File: config.mk
export PLATFORM = sky130hd
export DESIGN_NAME = frac_lut_cell
export DESIGN_NICKNAME = d
export VERILOG_FILES = /design/src/rtl/frac_lut_pkg.sv /design/src/rtl/frac_lut_ctrl.sv /design/src/rtl/frac_lut_datapath.sv /design/src/rtl/frac_lut_cell.sv
export SDC_FILE = /design/constraint.sdc
export NUM_CORES = 1
export LEC_CHECK = 0
export ABC_AREA = 1
export BUFFER_PORTS_ARGS = -buffer_cell sky130_fd_sc_hd__buf_4
export CORE_MARGIN = 4
export CORE_UTILIZATION = 50
export DETAILED_ROUTE_END_ITERATION = 6
export GPL_TIMING_DRIVEN = 0
export PLACE_DENSITY = 0.66
export SLEW_MARGIN = 40
export SYNTH_ARGS = -nofsm -noshare
export SYNTH_HDL_FRONTEND = slang
export SYNTH_SLANG_ARGS = --single-unit
File: constraint.sdc
create_clock -name clk -period 3.6 [get_ports clk]
set_input_delay 0.9 -clock clk [delete_from_list [all_inputs] [get_ports clk]]
set_output_delay 0.9 -clock clk [all_outputs]
set_load 0.005 [all_outputs]
File: src/rtl/frac_lut_pkg.sv
package frac_lut_pkg;

  typedef enum logic [1:0] {
    MODE_WIDE  = 2'd0,
    MODE_SPLIT = 2'd1,
    MODE_TWIN  = 2'd2,
    MODE_OFF   = 2'd3
  } lutMode_t;

  typedef struct packed {
    logic shift;
    logic live;
  } cfgStrobe_t;

endpackage

File: src/rtl/frac_lut_ctrl.sv
module frac_lut_ctrl
  import frac_lut_pkg::*;
(
  input  logic       clk,
  input  logic       rst,
  input  logic       cfgEn,
  input  logic       cfgDone,
  output cfgStrobe_t stb
);

  logic armed;

  always_ff @(posedge clk) begin
    if (rst)          armed <= 1'b0;
    else if (cfgEn)   armed <= 1'b0;
    else if (cfgDone) armed <= 1'b1;
  end

  always_comb begin
    stb.shift = cfgEn;
    stb.live  = armed;
  end


  shift_disarms_chk: assert property (@(posedge clk) disable iff (rst)
    cfgEn |=> !stb.live);


  done_arms_chk: assert property (@(posedge clk) disable iff (rst)
    (cfgDone && !cfgEn) |=> stb.live);

endmodule

File: src/rtl/frac_lut_datapath.sv
module frac_lut_datapath
  import frac_lut_pkg::*;
#(
  parameter int LUT_K   = 6,
  parameter int SPLIT_M = 2,
  parameter int SLICE_IN = 4
) (
  input  logic                     clk,
  input  logic                     rst,
  input  cfgStrobe_t               stb,
  input  logic                     cfgData,
  input  logic [LUT_K+SPLIT_M-1:0] pins,
  output logic                     cfgOut,
  output logic                     outA,
  output logic                     outB
);

  localparam int PIN_COUNT  = LUT_K + SPLIT_M;
  localparam int MASK_BITS  = 1 << LUT_K;
  localparam int CHAIN_LEN  = MASK_BITS + 2;
  localparam int SLICE_BITS = 1 << SLICE_IN;
  localparam int SLICES     = MASK_BITS / SLICE_BITS;
  localparam int SEL_W      = LUT_K - SLICE_IN;
  localparam int SPLIT_SH   = LUT_K - 2 - SPLIT_M;   // pins shared in split mode
  localparam int SPLIT_OWN  = LUT_K - 1 - SPLIT_SH;  // pins private to outB in split mode
  localparam int TWIN_SH    = LUT_K - SPLIT_M;       // pins shared in twin mode

  logic [CHAIN_LEN-1:0] chain;
  logic [MASK_BITS-1:0] maskBits;
  lutMode_t             mode;

  always_ff @(posedge clk) begin
    if (rst)            chain <= '0;
    else if (stb.shift) chain <= {chain[CHAIN_LEN-2:0], cfgData};
  end

  assign maskBits = chain[MASK_BITS-1:0];
  assign mode     = lutMode_t'(chain[CHAIN_LEN-1:CHAIN_LEN-2]);
  assign cfgOut   = chain[CHAIN_LEN-1];

  // Input steering: each mode forms the two table addresses
  logic [LUT_K-1:0] addrA, addrB;
  logic             enA, enB;

  always_comb begin
    addrA = pins[LUT_K-1:0];
    addrB = '0;
    enA   = 1'b0;
    enB   = 1'b0;
    unique case (mode)
      MODE_WIDE: begin
        enA = 1'b1;
      end
      MODE_SPLIT: begin
        addrA = {1'b0, pins[LUT_K-2:0]};
        addrB = {1'b1, pins[PIN_COUNT-1 -: SPLIT_OWN], pins[SPLIT_SH-1:0]};
        enA   = 1'b1;
        enB   = 1'b1;
      end
      MODE_TWIN: begin
        addrB = {pins[PIN_COUNT-1 -: SPLIT_M], pins[TWIN_SH-1:0]};
        enA   = 1'b1;
        enB   = 1'b1;
      end
      default: begin
        enA = 1'b0;
        enB = 1'b0;
      end
    endcase
  end

  // Table slices with two read ports each
  logic [SLICES-1:0] sliceA, sliceB;

  for (genvar s = 0; s < SLICES; s++) begin : gSlice
    logic [SLICE_BITS-1:0] sliceMask;
    assign sliceMask = maskBits[s*SLICE_BITS +: SLICE_BITS];
    assign sliceA[s] = sliceMask[addrA[SLICE_IN-1:0]];
    assign sliceB[s] = sliceMask[addrB[SLICE_IN-1:0]];
  end

  // Mux network across slices
  logic rawA, rawB;
  logic [SEL_W-1:0] selA, selB;

  assign selA = addrA[LUT_K-1:SLICE_IN];
  assign selB = addrB[LUT_K-1:SLICE_IN];
  assign rawA = sliceA[selA];
  assign rawB = sliceB[selB];

  assign outA = stb.live & enA & rawA;
  assign outB = stb.live & enB & rawB;


  shift_path_chk: assert property (@(posedge clk) disable iff (rst)
    stb.shift |=> (cfgOut == $past(chain[CHAIN_LEN-2])));


  hold_chk: assert property (@(posedge clk) disable iff (rst)
    !stb.shift |=> $stable(chain));


  wide_b_low_chk: assert property (@(posedge clk) disable iff (rst)
    (mode == MODE_WIDE) |-> !outB);


  off_quiet_chk: assert property (@(posedge clk) disable iff (rst)
    (mode == MODE_OFF) |-> (!outA && !outB));


  disarmed_quiet_chk: assert property (@(posedge clk) disable iff (rst)
    !stb.live |-> (!outA && !outB));

endmodule

File: src/rtl/frac_lut_cell.sv
module frac_lut_cell
  import frac_lut_pkg::*;
#(
  parameter int LUT_K   = 6,
  parameter int SPLIT_M = 2
) (
  input  logic                     clk,
  input  logic                     rst,
  input  logic                     cfgEn,
  input  logic                     cfgData,
  input  logic                     cfgDone,
  output logic                     cfgOut,
  input  logic [LUT_K+SPLIT_M-1:0] pins,
  output logic                     outA,
  output logic                     outB
);

  cfgStrobe_t stb;

  frac_lut_ctrl uCtrl (
    .clk     (clk),
    .rst     (rst),
    .cfgEn   (cfgEn),
    .cfgDone (cfgDone),
    .stb     (stb)
  );

  frac_lut_datapath #(
    .LUT_K   (LUT_K),
    .SPLIT_M (SPLIT_M)
  ) uPath (
    .clk     (clk),
    .rst     (rst),
    .stb     (stb),
    .cfgData (cfgData),
    .pins    (pins),
    .cfgOut  (cfgOut),
    .outA    (outA),
    .outB    (outB)
  );

endmodule

==> impl_metrics.tcl <==
set metrics [dict create \
    outcome "finished, final reports clean" \
    critPathKind "register to output pin" \
    wl_per_cell_um 17.6 \
    port_buffers 10 \
    grt_start_max_net_pins 12 \
    holdCritPathClass "register to register" \
    setup-tns-final_ps 0 \
    final_core_util_pct 57.9 \
    p_sw_mw 0.490 \
    p_leak_nw 1.60 \
    cts_tree "built" \
    switching_share_pct 27.0 \
    row_count 31 \
    root_buffer "clkbuf_8" \
    drt-initial-drc-count 398 \
    grt_pass1_vias 3637 \
    synth_area_um2 3790 \
    final_cell_area_um2 4250 \
    relSlewSlack_pct 51.2 \
    postPlaceCellArea_um2 3990 \
    final_cell_mix "nand2_1, nand3_1, dfxtp_1, a21oi_1, nor2_1" \
    final.setup.worst_slack_ps 164 \
    timing.final.crit_period_ps 3440 \
    cts_buffers 9 \
    start_util_pct 51.8 \
    dp_hpwl_mm 8.66 \
    reg2reg_depth 2 \
    fin_nets 621 \
    cts_hold_buf 0 \
    die-height_um 95.1 \
    peakVddDrop_v 0.000182 \
    min_period_over_period_pct 95.5 \
    power_frac_comb_pct 14.4 \
    p_int_mw 1.32 \
    finalPower_mw 1.81 \
    stdcell_count 709 \
    synth.yosys.warnings 0 \
    drv_slew 0 \
    die_w_um 95.1 \
    die-area_um2 9050 \
    min_delay_path_depth 2 \
    grt_overflow 0 \
    dp.cells 693 \
    start_kind "register" \
    nFillCells 736 \
    fin_worst_skew_ps 9.75 \
    cts_htree_levels 3 \
    core_um2 7330 \
    syn_nets 600 \
    vias 4188 \
    synthesis.instances 584 \
    setup_viol 0 \
    drv_cap 0 \
    antenna_found_initial 0 \
    drive_gt1_share_pct 9.67 \
    clock_sinks 67 \
    p_clk_share_pct 42.6 \
    rsz0062_at_grt "no" \
    wirelength_mm 12.5 \
    worstPathRequired_ps 2700 \
    clk_latency_ps 350 \
    worst_slew_pin_slew_ps 732 \
    pwr-share-seq_pct 43.0 \
    crit_arrival_ps 2540 \
    firstDrtPassIters 5 \
    hold_ws_ps 503 \
    final_antenna_net_count 0 \
    route.detailed.drc 0 \
    gp_congestion 0.992 \
    cts.path.max_buffers 2 \
    dpl_worst_slack_ps 247 \
    ioPinCount 16 \
    endpoint_kind "output pin" \
    fmax_ghz 0.291 \
    hold_violations 0 \
    ys_types 28 \
    critPathMaxFanout 10 \
    grt_pass1_wl_mm 19.4 \
    power_density_nw_per_um2 427 \
    cts.clk_slew.worst_paths_ps 70 \
    layout_commonest_cell "nand2_1" \
    synth.avg_cell_area_um2 6.50 \
    grt_usage_pct 28.4 \
    viasPerCell 5.91 \
    antenna_cells 0 \
    synthToLayoutAreaGrowth_pct 11.9 \
    ys_seq_elements 67 \
    ys_seq_area_share_pct 35.3 \
]
==> kinds of logic after synthesis <==
kind of cell	after synthesis	share of synthesized area, %
AND/OR/NAND/NOR	327	37.0
flip-flops	67	35.3
adder cells (fa/ha/maj)	3	0.989
AO/OA/AOI/OAI	116	17.9
buffers and inverters	71	8.80
==> synthesized netlist by cell type <==
cell type | count | area [um^2]
o211ai_1 | 8 | 60.1
inv_4 | 1 | 6.26
nand2_4 | 2 | 22.5
buf_2 | 10 | 50.1
or2_2 | 1 | 6.26
a21oi_2 | 1 | 8.76
a21oi_1 | 57 | 285
dfxtp_1 | 67 | 1340
nand3b_1 | 1 | 7.51
inv_2 | 5 | 18.8
o31ai_1 | 2 | 15.0
nor2_1 | 37 | 139
nand2_1 | 185 | 694
buf_6 | 4 | 45.0
o21ai_1 | 9 | 45.0
buf_4 | 6 | 45.0
clkbuf_1 | 23 | 86.3
nor3_1 | 1 | 5.00
o211ai_2 | 1 | 12.5
o21ai_0 | 13 | 65.1
nand3_1 | 97 | 485
a211oi_1 | 24 | 180
o22ai_1 | 1 | 6.26
nand3_4 | 1 | 17.5
nor2_8 | 1 | 20.0
nand2_2 | 1 | 6.26
ha_1 | 3 | 37.5
inv_1 | 22 | 82.6
==> power groups by stage <==
stage               Sequential, mW  Combinational [mW]  Clock (mW)
floorplan                    0.790               0.179           0
global placement             0.795               0.248           0
detailed placement           0.796               0.250           0
CTS                          0.779               0.252       0.782
global route                 0.781               0.283       0.815
finish                       0.780               0.261       0.772
==> repair_timing <==
| action | CTS | global route |
|---|---|---|
| endpoints found under the setup margin | 0 | 1 |
| gates resized for setup | 0 | 2 |
| buffers inserted | 0 | 0 |
==> routing by layer <==
layer  global-route usage [%]  up-vias  share of wire (%)  wire length, um
met5                        0        -                  0                0
met2                     41.5      226                 44             5490
met4                     12.7        0                2.4              296
met3                     5.29       27                9.5             1180
met1                     40.4     1934                 44             5500
li1                         -     2001                  -                -
==> path summary, 6_finish.rpt <==
check	from	endpoint	slack (ps)
min reg2reg	uPath.chain[11]$_SDFFE_PP0P_	uPath.chain[11]$_SDFFE_PP0P_	500
max	uPath.chain[65]$_SDFFE_PP0P_	outB	160
max reg2reg	uPath.chain[57]$_SDFFE_PP0P_	uPath.chain[58]$_SDFFE_PP0P_	2820
min	uPath.chain[11]$_SDFFE_PP0P_	uPath.chain[11]$_SDFFE_PP0P_	500
==> registers in the layout, summed over array words and instances (netlist names) <==
signal / count
uPath.chain: 66
uCtrl.armed: 1
==> worst max-delay path, stage by stage (launching register included) <==
cell	delay, ps
dfxtp_1	420
inv_1	70
ha_2	370
nor2_8	160
buf_2	260
nand3_1	100
nand3_1	100
nand3_1	80
nand3_1	120
nand3_1	110
nand3_1	80
nand2_1	50
nor2_1	130
buf_4	130
==> layout make-up <==
class / count / area [um^2] / area share, %
repair buffers: 10 / 75.1 / 1.77
inverters: 28 / 108 / 2.53
well taps: 99 / 124 / 2.92
clock buffers: 12 / 145 / 3.42
plain buffers: 43 / 226 / 5.33
multi-input cells: 446 / 2130 / 50.1
flip-flops and latches: 67 / 1340 / 31.6
clock inverters: 4 / 97.6 / 2.30
(Power assumes the default switching activity.)
